<file path="src/rtl/busreg_swap.sv">
module busreg_swap #(
  parameter int W         = 8,
  parameter int INIT_BASE = 'h11,
  parameter int INIT_STEP = 'h22
) (
  input  logic           clk,
  input  logic           rst_n,
  input  logic           cmd_valid,
  input  logic           cmd_op,
  input  logic [1:0]     cmd_a,
  input  logic [1:0]     cmd_b,
  output logic           busy,
  output logic           done,
  output logic [2:0]     bus_sel,
  output logic [4:0]     load_en,
  output logic [W-1:0]   bus_data,
  output logic [4*W-1:0] regs_out
);
  localparam int NREG = 5;
  localparam logic [2:0] TMP = 3'd4;

  typedef enum logic [2:0] {S_IDLE, S_MOVE, S_X0, S_X1, S_X2} state_t;
  state_t state;
  logic [1:0] a_q, b_q;
  logic [W-1:0] r [NREG];

  assign busy = (state != S_IDLE);

  always_comb begin
    bus_sel = 3'd0;
    load_en = '0;
    case (state)
      S_MOVE: begin bus_sel = {1'b0, a_q}; load_en[b_q] = 1'b1; end
      S_X0:   begin bus_sel = {1'b0, a_q}; load_en[TMP] = 1'b1; end
      S_X1:   begin bus_sel = {1'b0, b_q}; load_en[a_q] = 1'b1; end
      S_X2:   begin bus_sel = TMP;         load_en[b_q] = 1'b1; end
      default: ;
    endcase
  end

  always_comb begin
    case (bus_sel)
      3'd0: bus_data = r[0];
      3'd1: bus_data = r[1];
      3'd2: bus_data = r[2];
      3'd3: bus_data = r[3];
      default: bus_data = r[4];
    endcase
  end

  always_ff @(posedge clk or negedge rst_n) begin
    if (!rst_n) begin
      state <= S_IDLE;
      a_q   <= '0;
      b_q   <= '0;
      done  <= 1'b0;
    end else begin
      done <= (state == S_MOVE) || (state == S_X2);
      case (state)
        S_IDLE: if (cmd_valid) begin
          a_q   <= cmd_a;
          b_q   <= cmd_b;
          state <= cmd_op ? S_X0 : S_MOVE;
        end
        S_X0:   state <= S_X1;
        S_X1:   state <= S_X2;
        default: state <= S_IDLE;
      endcase
    end
  end

  for (genvar k = 0; k < NREG; k++) begin : g_reg
    always_ff @(posedge clk or negedge rst_n) begin
      if (!rst_n)          r[k] <= W'(INIT_BASE + k * INIT_STEP);
      else if (load_en[k]) r[k] <= bus_data;
    end
    if (k < 4) begin : g_out
      assign regs_out[k*W +: W] = r[k];
    end
    a_r5_load_takes_bus: assert property (@(posedge clk) disable iff (!rst_n)
      load_en[k] |=> (r[k] == $past(bus_data)));
  end

  a_r5_one_load: assert property (@(posedge clk) disable iff (!rst_n)
    $onehot0(load_en));
  a_r5_sel_range: assert property (@(posedge clk) disable iff (!rst_n)
    bus_sel <= TMP);
  a_r4_tmp_then_restore: assert property (@(posedge clk) disable iff (!rst_n)
    load_en[4] |=> (busy && !load_en[4] && bus_sel != TMP));
  a_r6_done_pulse: assert property (@(posedge clk) disable iff (!rst_n)
    done |=> !done);
  a_r6_done_idle: assert property (@(posedge clk) disable iff (!rst_n)
    done |-> !busy);
  a_r3_idle_quiet: assert property (@(posedge clk) disable iff (!rst_n)
    !busy |-> (load_en == 5'b0));
endmodule

</file>
<file path="config.mk">
export PLATFORM = sky130hd
export DESIGN_NAME = busreg_swap
export DESIGN_NICKNAME = d
export VERILOG_FILES = /design/src/rtl/busreg_swap.sv
export SDC_FILE = /design/constraint.sdc
export NUM_CORES = 1
export LEC_CHECK = 0
export BUFFER_PORTS_ARGS = -buffer_cell sky130_fd_sc_hd__buf_2
export CORE_ASPECT_RATIO = 0.9
export CORE_MARGIN = 5
export CORE_UTILIZATION = 50
export CTS_BUF_LIST = sky130_fd_sc_hd__clkbuf_4
export CTS_CLUSTER_DIAMETER = 50
export DETAILED_ROUTE_END_ITERATION = 12
export GPL_TIMING_DRIVEN = 0
export HOLD_SLACK_MARGIN = 0.05
export PLACE_DENSITY = 0.72
export REMOVE_ABC_BUFFERS = 1
export SETUP_SLACK_MARGIN = 0.2
export SYNTH_ARGS = -nofsm -noshare
export SYNTH_HDL_FRONTEND = slang
export SYNTH_SLANG_ARGS = --single-unit
export TNS_END_PERCENT = 20
</file>
<file path="constraint.sdc">
create_clock -name clk -period 3.3 [get_ports clk]
set_clock_uncertainty 0.1 [all_clocks]
set_input_delay 0.33 -clock clk [delete_from_list [all_inputs] [get_ports clk]]
set_output_delay 0.33 -clock clk [all_outputs]
set_load 0.01 [all_outputs]
</file>
---- Word-level counts from Yosys, hierarchy flattened ----
Cells that the tools add are included.
word-level totals
  register bits after elaboration ......... 48
  bits in latches ......................... 0
  bits in writable memories ............... 0
  ROM bits ................................ 0
  bits of input ports ..................... 8
  output and inout bits ................... 50
  memories kept ........................... 0
cells by class
  $add $sub $neg .......................... 0
  $mul .................................... 0
  div/mod/pow operators ................... 0
  magnitude comparators ................... 4
  equal/unequal tests ..................... 8
  shifts and indexed selects .............. 0
  mux-type cells .......................... 11
  bitwise logic cells ..................... 0
  reduce and logical (&&, ||, !) cells .... 9
operator list
  kind                  number
  $pmux W8 S4           1
  $pmux W3 S3           2
  $eq A3 B2 Y1 const B  4
  $lt A2 B4 Y1 const B  2
  $pmux W4 S2           1
  $eq A3 B1 Y1 const B  2
  $logic_not A3 Y1      2
  $demux W1 S2          2
  $ge A2 B1 Y1 const B  2
  $reduce_or A2 Y1      2
  $eq A3 B3 Y1 const B  1
  $mux W1               3
  $mux W3               1
  $reduce_bool A3 Y1    1
  $logic_and A1 B1 Y1   2
  $mux W2               1
  $ne A2 B2 Y1 const B  1
  $reduce_and A2 Y1     1
  $logic_or A1 B1 Y1    1

---- Depth between registers and ports, before layout ----
Gate-level depths: netlist (run 1).
  depth in word-level cells ............... 5
  gate-level depth with buffers ........... 9

---- Worst setup path before layout (run 1) ----
Ideal clock, no wire load.
  path type ............................... register to register
  from .................................... register state[1]
  to ...................................... register r, in the netlist regs_out[10]
  library setup time ...................... 0.125 ns
  data arrival time ....................... 1.998 ns
  data required time ...................... 3.075 ns
  path slack .............................. 1.077 ns
  cell stages (with the launch flop) ...... 9
  path buffers ............................ 2
  cells stage by stage .................... dfrtp_1 -> or3_1 -> buf_4 -> inv_4 -> a311oi_4 -> buf_4 -> a31oi_2 -> a31oi_4 -> mux2_2
on the way
  cells in the longest elaborated chain, start to end .. 5
ends and longest elaborated chain
  what                                          line  text
  start: declaration                            23    state_t state;
  start signal: assignment                      63    state <= cmd_op ? S_X0 : S_MOVE;
  $eq A3 B1 Y1 or $eq A3 B2 Y1 (tied branches)  --
  $reduce_or A2 Y1 (no source line)             --
  $pmux W3 S3 (*)                               32    case (state)
  named net bus_sel[2]                          14    output logic [2:0] bus_sel,
  $eq A3 B2 Y1 (tied with other cells)          42    case (bus_sel)
  $pmux W8 S4 (*)                               42
  named net bus_data[2]                         16    output logic [W-1:0] bus_data,
  end signal: indexed assignment                74    if (!rst_n) r[k] <= W'(INIT_BASE + k * INIT_STEP);
  end signal: indexed assignment                75    else if (load_en[k]) r[k] <= bus_data;
  end: declaration                              25    logic [W-1:0] r [NREG];
Mark *: on every way through the listed nets, which the timed path passes. The rest lies on a longest branch.
A chain may end at the register's enable or synchronous reset.

---- Worst setup path after layout (run 1) ----
  from .................................... register state[1]
  to ...................................... output port bus_data[5]
on the way
  cells in the longest elaborated chain, start to end .. 5
ends and longest elaborated chain
  what                                          line
  $eq A3 B1 Y1 or $eq A3 B2 Y1 (tied branches)  --
  $reduce_or A2 Y1 (no source line)             --
  $pmux W3 S3 (*)                               32
  $eq A3 B2 Y1 (tied with other cells)          42
  $pmux W8 S4 (*)                               42
  end: declaration                              16
Mark *: on every way between the ends. The rest lies on a longest branch, timed or not.

==> results of run 1 <==
-- cell usage in the layout, fill, tap and decap left out, types with 4 or more instances in the layout --
cell	instances
sky130_fd_sc_hd__a31oi_2	8
sky130_fd_sc_hd__inv_1	4
sky130_fd_sc_hd__clkbuf_4	6
sky130_fd_sc_hd__nor2_1	22
sky130_fd_sc_hd__a31oi_1	14
sky130_fd_sc_hd__and2_1	8
sky130_fd_sc_hd__nand2_1	13
sky130_fd_sc_hd__o211ai_1	8
sky130_fd_sc_hd__dfstp_2	20
sky130_fd_sc_hd__nand3_1	9
sky130_fd_sc_hd__nand4_1	8
sky130_fd_sc_hd__dfrtp_1	25
sky130_fd_sc_hd__buf_2	57
sky130_fd_sc_hd__mux2_2	36
sky130_fd_sc_hd__a311o_1	8
-- power by group through the flow --
| stage | Clock (mW) | Sequential (mW) | Combinational (mW) |
|---|---|---|---|
| 2_1_floorplan | 0 | 1.24 | 1.11 |
| 3_3_place_gp | 0 | 1.22 | 1.71 |
| 3_5_place_dp | 0 | 1.23 | 1.74 |
| 4_1_cts | 0.361 | 1.23 | 1.80 |
| 5_1_grt | 0.388 | 1.27 | 1.98 |
| 6_report | 0.354 | 1.22 | 1.81 |
-- stage by stage --
| step | cell area, µm² | util [%] | instances |
|---|---|---|---|
| 2_1_floorplan | 2530 | - | 215 |
| 5_1_grt | 3060 | 54.6 | 353 |
| 3_3_place_gp | 2910 | 52.0 | 342 |
| 4_1_cts | 3040 | 54.3 | 352 |
| 6_report | 3060 | 54.6 | 353 |
| 3_5_place_dp | 2910 | 52.0 | 342 |
-- worst paths after layout --
path                       startpoint      endpoint  slack (ns)  cells after the start
max in group asynchronous       rst_n      state[2]        2.31                      1
setup reg to reg             state[2]  regs_out[27]        0.83                      8
setup / recovery             state[1]   bus_data[5]        0.34                      6
min in group clk             cmd_a[1]        a_q[1]        0.07                      3
hold reg to reg                  r[3]          r[3]        0.41                      2
hold / removal                  rst_n  regs_out[21]        0.04                      1
-- cell usage after synthesis (2+ instances only) --
cell type / instances
sky130_fd_sc_hd__mux2_2: 36
sky130_fd_sc_hd__buf_4: 34
sky130_fd_sc_hd__dfrtp_1: 28
sky130_fd_sc_hd__nor2_1: 22
sky130_fd_sc_hd__dfstp_2: 20
sky130_fd_sc_hd__a31oi_1: 14
sky130_fd_sc_hd__nand2_1: 13
sky130_fd_sc_hd__nand3_1: 9
sky130_fd_sc_hd__a311o_1: 8
sky130_fd_sc_hd__a31oi_2: 8
sky130_fd_sc_hd__and2_1: 8
sky130_fd_sc_hd__nand4_1: 8
sky130_fd_sc_hd__o211ai_1: 8
sky130_fd_sc_hd__inv_1: 5
sky130_fd_sc_hd__buf_2: 4
sky130_fd_sc_hd__clkbuf_1: 4
sky130_fd_sc_hd__a31oi_4: 3
sky130_fd_sc_hd__or3_1: 3
sky130_fd_sc_hd__a21oi_1: 2
sky130_fd_sc_hd__buf_1: 2
sky130_fd_sc_hd__nor3_1: 2
sky130_fd_sc_hd__o22ai_2: 2
sky130_fd_sc_hd__xnor2_1: 2
-- layer usage --
| layer | vias up | part of all wire [%] | GRT usage, % |
|---|---|---|---|
| met5 | - | 0 | 0 |
| met2 | 71 | 46 | 28.8 |
| met1 | 1000 | 45 | 24.9 |
| met4 | 0 | 2.2 | 6.70 |
| li1 | 973 | - | - |
| met3 | 14 | 7.5 | 4.77 |
-- registers in the layout, summed over array words and instances (netlist names) --
signal / cells
regs_out: 32
state: 3
a_q: 2
b_q: 2
done: 1
r: 8
-- logic make-up (layout without fill, tap and decap cells) --
family / Yosys count / count (layout) / synth area share, %
AO/OA/AOI/OAI: 49 / 49 / 16.8
XOR/XNOR: 3 / 3 / 1.19
buffers and inverters: 51 / 75 / 11.5
flip-flops: 48 / 48 / 43.3
multiplexers: 36 / 36 / 14.3
AND/OR/NAND/NOR: 72 / 72 / 12.9
-- repair_timing --
item                                    in CTS  in global routing
gates resized for setup                      6                  2
buffers inserted                             2                  1
pin swaps                                    1                  0
endpoints found under the setup margin      48                  8
hold buffers                                 0                  0
-- worst reg2reg max path: cells and delay by family, from the launching register on --
| kind | cells | cell delay [ns] |
|---|---|---|
| AOI/OAI and AO/OA | 3 | 0.48 |
| buffers and inverters | 3 | 0.48 |
| DFF | 1 | 0.54 |
| muxes | 1 | 0.29 |
| and+or+nand+nor | 1 | 0.48 |
-- final cells by class --
| type | instances | area [µm²] |
|---|---|---|
| timing repair buffer | 60 | 320 |
| fill | 520 | 2540 |
| multi-input combinational | 160 | 1300 |
| tap | 70 | 87.6 |
| clock buffer | 6 | 45.0 |
| sequential | 48 | 1230 |
| clock inverter | 2 | 35.0 |
| inverter | 7 | 32.5 |
==> metrics.sh, run 1 <==
BUFFER_PORTS.INSERTED=57
CTS.HTREE.LEVELS=2
EFFECTIVE_UTILIZATION_AT_FLOORPLAN_PCT=50.6
PLACE.GP.CONGESTION=0.767
FMAX_GHz=0.338
PRE_CTS_WS_NS=-0.268
CRIT_PATH_MAX_INCR_DELAY_NS=0.61
SETUP_TNS_NS=0
CTS_ROOT_BUFFER='sky130_fd_sc_hd__clkbuf_4'
NUMBER_OF_SETUP_VIOLATIONS_IN_THE_FINAL_REPORT=0
P_SWITCHING_mW=1.49
YS_FF_LATCH=48
POWER.DENSITY_CELL_AREA_nW_PER_UM2=1110
FINISH.NET_COUNT=290
CTS_BUFFER_DEPTH=2
PATH_MAX_FANOUT=15
STARTPOINT_CLASS='register'
CPLARGESTDELAYFAMILY='simple AND/OR/NAND/NOR gates'
TOTALWIRELENGTH_MM=6.33
TRITONCTS_NUM_SINKS=48
FLOORPLAN.DIE.HEIGHT_UM=81.4
SHARE_CLK_OF_TOTAL_POWER_PCT=10.4
YS_SEQ_AREA_SHARE_PCT=43.3
LAYOUT_WORST_PATH_CYCLE_SHARE_PCT=89.7
SYNTH_INSTANCES=259
VIA_COUNT_OF_THE_FIRST_GLOBAL_ROUTING_PASS=1972
GRT_START_MAX_NET_PINS=49
POWER.SWITCHING_FRACTION_PCT=44.0
GR-TOTAL-OVERFLOW=0
ANTENNA_NETS_POST_ROUTE=0
WORSTHOLDPATHTYPE='in -> async'
PIN_COUNT=58
WORST-SLEW-PIN-TRANSITION_NS=1.05
TIMING.MAX_CAP.VIOLATIONS=0
YOSYS.AREA.TOP_TYPE='sky130_fd_sc_hd__dfrtp_1'
NUMCTSBUFFERS=5
YS_TOP_CELLS_BY_AREA='sky130_fd_sc_hd__dfrtp_1 25%, sky130_fd_sc_hd__dfstp_2 19%, sky130_fd_sc_hd__mux2_2 14%, sky130_fd_sc_hd__buf_4 9.0%, sky130_fd_sc_hd__a31oi_2 3.5%'
DRT-WIRELENGTH-PER-CELL_UM=17.9
TOTALPOWERFINAL_mW=3.39
WIDTH_OF_THE_CHIP_UM=89.3
PLACE.DETAILED.HPWL_MM=4.25
WORST_PATH_CELL_CHAIN='and4b_1, a31oi_4, inv_2, nand3_1, a31oi_2, buf_2'
GRT_USAGE_PCT=18.5
DIE_AREA_UM2=7270
DRTPASS1ITERATIONS=4
CLOCK_LATENCY_NS=0.36
ENDPOINT_KIND_OF_THE_WORST_SETUP_TIMING_PATH='primary output'
POST_SYNTH_INSTANCE_AREA_UM2=2830
TIMING.HOLD.WS_NS=0.0356
RELSLEWSLACK_PCT=29.8
RUN_STATUS='completed'
ASYNC_FLOP_SHARE_PCT=100
YOSYSUNIQUECELLTYPES=37
ROUTE.DETAILED.DRC=0
WORSTPATHREQUIRED_NS=2.87
GRT_ANTENNA_BEFORE_REPAIR=0
DR.FIRST_ITER.DRC_COUNT=133
IR_WORST_VDD_uV=516
PATH_CLK_SLEW_NS=0.14
TIMING.SETUP.CRITICAL_PATH_CLASS='reg -> out'
TOTAL_NUMBER_OF_YOSYS_WARNINGS=0
ROUTED_VIA_DENSITY=5.83
SYNTHDOMINANTCELLAREASHARE_PCT=24.7
VIA_COUNT=2058
ROW_COUNT=26
SHARE_OF_TOTAL_POWER_IN_SEQUENTIAL_CELLS_PCT=36.2
SETUP_REPAIR_AFTER_GLOBAL_ROUTING_MISSED_ITS_MARGIN='yes'
LAYOUT-AREA-OVERHEAD-VS-SYNTH_PCT=7.91
ENDPOINTS_FAILING_HOLD=0
CP_ARRIVAL_NS=2.53
FINALWORSTPATHREQUIREDPERIOD_NS=2.96
CTS_TREE='built'
POSTSYNTHAREAPERCELL_UM2=10.9
ANTENNA_CELLS=0
SYNTH-MAIN-FF-CELL='sky130_fd_sc_hd__dfrtp_1'
FINAL_CRITICAL_PATH_SETUP_SLACK_NS=0.338
CORE_AREA_UM2=5600
GRT_PASS1_WL_MM=10.2
CRITICAL_PATH_BUF_INV_COUNT=2
PWR-SHARE-COMB_PCT=53.4
P_INT_mW=1.90
POST_ROUTE_CELLS_DRIVE_ABOVE_1_SHARE_PCT=53.0
CRITICAL-PATH-SLOWEST-CELL='sky130_fd_sc_hd__dfrtp_2'
SYNTH_EDF_COUNT=0
SLEW_VIOLATIONS=0
LEAKAGE_nW=1.33
Note: power is estimated with default switching activity, not from simulation.
==> run 2, diff against run 1 <==
==> constraint.sdc (replaced) <==
create_clock -name clk -period 3.34 [get_ports clk]
set_clock_uncertainty 0.1 [all_clocks]
set_input_delay 0.334 -clock clk [delete_from_list [all_inputs] [get_ports clk]]
set_output_delay 0.334 -clock clk [all_outputs]
set_load 0.01 [all_outputs]
==> run 2 against run 1 <==
Global-route usage unchanged. Sequential cell count unchanged. First-iteration DRC count rose by 9.0%. Via count up 0.24%. Design area decreased by 0.25%.
==> metrics.sh, run 2 (synthesis gave the netlist of run 1 again) <==
FLOORPLAN.DIE.HEIGHT_UM=81.4
WORST_PATH_CELL_CHAIN='and4b_1, a31oi_4, inv_2, nand3_1, a31oi_2, buf_2'
LEAKAGE_nW=1.32
TIMING.SETUP.CRITICAL_PATH_CLASS='reg -> out'
DPL-INSTANCE-AREA_UM2=2910
LAYOUT_WORST_PATH_CYCLE_SHARE_PCT=88.4
EFFECTIVE_UTILIZATION_AT_FLOORPLAN_PCT=50.6
VIA_COUNT=2063
GRT_ANTENNA_BEFORE_REPAIR=0
BUFFER_PORTS.INSERTED=57
PATH_MAX_FANOUT=12
FINAL-SEQ-AREA_UM2=1230
ANTENNA_NETS_POST_ROUTE=0
GRT_PASS1_WL_MM=10.2
NUMBER_OF_SETUP_VIOLATIONS_IN_THE_FINAL_REPORT=0
CTS_BUFFER_DEPTH=2
PATH_CLK_SLEW_NS=0.13
LAYOUT-AREA-OVERHEAD-VS-SYNTH_PCT=7.64
TOTALWIRELENGTH_MM=6.31
POWER.DENSITY_CELL_AREA_nW_PER_UM2=1090
CTS_ROOT_BUFFER='sky130_fd_sc_hd__clkbuf_4'
CTS_TREE='built'
DRT-WIRELENGTH-PER-CELL_UM=17.9
CTS.HTREE.LEVELS=2
GRT_START_MAX_NET_PINS=49
TIMING.RR.START='state[2]'
FF2FF_SETUP_SLACK_NS=0.88
VIA_COUNT_OF_THE_FIRST_GLOBAL_ROUTING_PASS=1972
DIE_AREA_UM2=7270
TRITONCTS_NUM_SINKS=48
PLACE.DETAILED.HPWL_MM=4.25
LEADING_CELL_TYPE_IN_THE_LAYOUT_FILL_AND_TAPS_EXCLUDED='sky130_fd_sc_hd__buf_2'
FMAX_GHz=0.339
CRITICAL_PATH_BUF_INV_COUNT=2
NUMCTSBUFFERS=5
CRITICAL-PATH-SLOWEST-CELL='sky130_fd_sc_hd__dfrtp_4'
CRITICAL_PATH.REG2REG.ENDPOINT='regs_out[27]'
LAYOUT.CELL_AREA.NON_FILLER_UM2=3050
WIDTH_OF_THE_CHIP_UM=89.3
WORST-R2R-CELL-COUNT=8
FINALWORSTPATHREQUIREDPERIOD_NS=2.95
CP_ARRIVAL_NS=2.52
ROUTED_VIA_DENSITY=5.84
LARGEST_REGISTER_FFS=32
POST_ROUTE_CELLS_DRIVE_ABOVE_1_SHARE_PCT=52.7
LAYOUT_COMMON_CELLS='57 x sky130_fd_sc_hd__buf_2, 36 x sky130_fd_sc_hd__mux2_2, 25 x sky130_fd_sc_hd__dfrtp_1'
TIMING.MAX_CAP.VIOLATIONS=0
SETUP_REPAIR_AFTER_GLOBAL_ROUTING_MISSED_ITS_MARGIN='no'
PLACE.GP.CONGESTION=0.767
FINISH.NET_COUNT=290
ANTENNA_CELLS=0
ENDPOINTS_FAILING_HOLD=0
TOTALPOWERFINAL_mW=3.33
ROUTE.DETAILED.DRC=0
ENDPOINT_KIND_OF_THE_WORST_SETUP_TIMING_PATH='primary output'
ROW_COUNT=26
IR_WORST_VDD_uV=525
SLEW_VIOLATIONS=0
CORE_AREA_UM2=5600
PIN_COUNT=58
DRTPASS1ITERATIONS=4
MULTI_INPUT_COMB_AREA_UM2=1300
STARTPOINT_CLASS='register'
DR.FIRST_ITER.DRC_COUNT=145
WORSTPATHREQUIRED_NS=2.91
GR-TOTAL-OVERFLOW=0
CPLARGESTDELAYFAMILY='simple AND/OR/NAND/NOR gates'
GRT_USAGE_PCT=18.5
FILLER_CELL_COUNT=521
CLOCK_LATENCY_NS=0.36
CRIT_PATH_MAX_INCR_DELAY_NS=0.58
RELSLEWSLACK_PCT=28.7
WORST-SLEW-PIN-TRANSITION_NS=1.07
RUN_STATUS='completed'
WORSTHOLDPATHTYPE='in -> async'
-- run 2: layout make-up --
type	instances	area share, %
Clock buffer	6	1.48
Clock inverter	2	1.15
Inverter	7	1.07
Multi-Input combinational cell	160	42.5
Sequential cell	48	40.4
Tap cell	70	2.87
Timing Repair Buffer	60	10.5
-- run 2: power breakdown --
group / internal, mW / total (mW) / switching, mW / leakage, nW
clock: 0.165 / 0.347 / 0.182 / 0.0456
combinational: 0.789 / 1.78 / 0.988 / 0.712
sequential: 0.914 / 1.21 / 0.293 / 0.565
-- run 2: worst max-delay path by stage --
| stage | endpoint | from | cells past startpoint | slack, ns |
|---|---|---|---|---|
| floorplan | bus_data[1] | state[2] | 6 | 0.60 |
| global placement | bus_data[5] | state[2] | 7 | -0.22 |
| detailed placement | bus_data[5] | state[2] | 7 | -0.23 |
| CTS | bus_data[5] | state[0] | 6 | 0.24 |
| global route | bus_data[5] | state[1] | 5 | 0.21 |
| finish | bus_data[5] | state[2] | 6 | 0.39 |
-- run 2: what timing repair did --
item | 4_1_cts | 5_1_grt
pin swaps | 1 | 0
hold buffers | 0 | 0
gates resized for setup | 6 | 1
endpoints found under the setup margin | 48 | 8
gates cloned | 0 | 0
setup buffers | 2 | 1
-- run 2: layer usage --
metal | GRT usage, % | share of wire [%] | wire length (µm)
met3 | 4.77 | 7.6 | 482
met4 | 6.70 | 2.2 | 138
met5 | 0 | 0 | 0
met2 | 28.8 | 46 | 2900
met1 | 24.9 | 44 | 2790
-- run 2: through the flow --
step | std cells | hold WS, ns | setup TNS [ns] | util, % | setup WS, ns
after floorplan | 215 | -0.0616 | 0 | - | 0.596
after global placement | 342 | 0.389 | -1.53 | 52.0 | -0.220
after detailed placement | 342 | 0.391 | -1.56 | 52.0 | -0.232
after CTS | 352 | 0.0649 | 0 | 54.3 | 0.239
after global routing | 353 | 0.0760 | 0 | 54.5 | 0.213
final | 353 | 0.0437 | 0 | 54.5 | 0.387
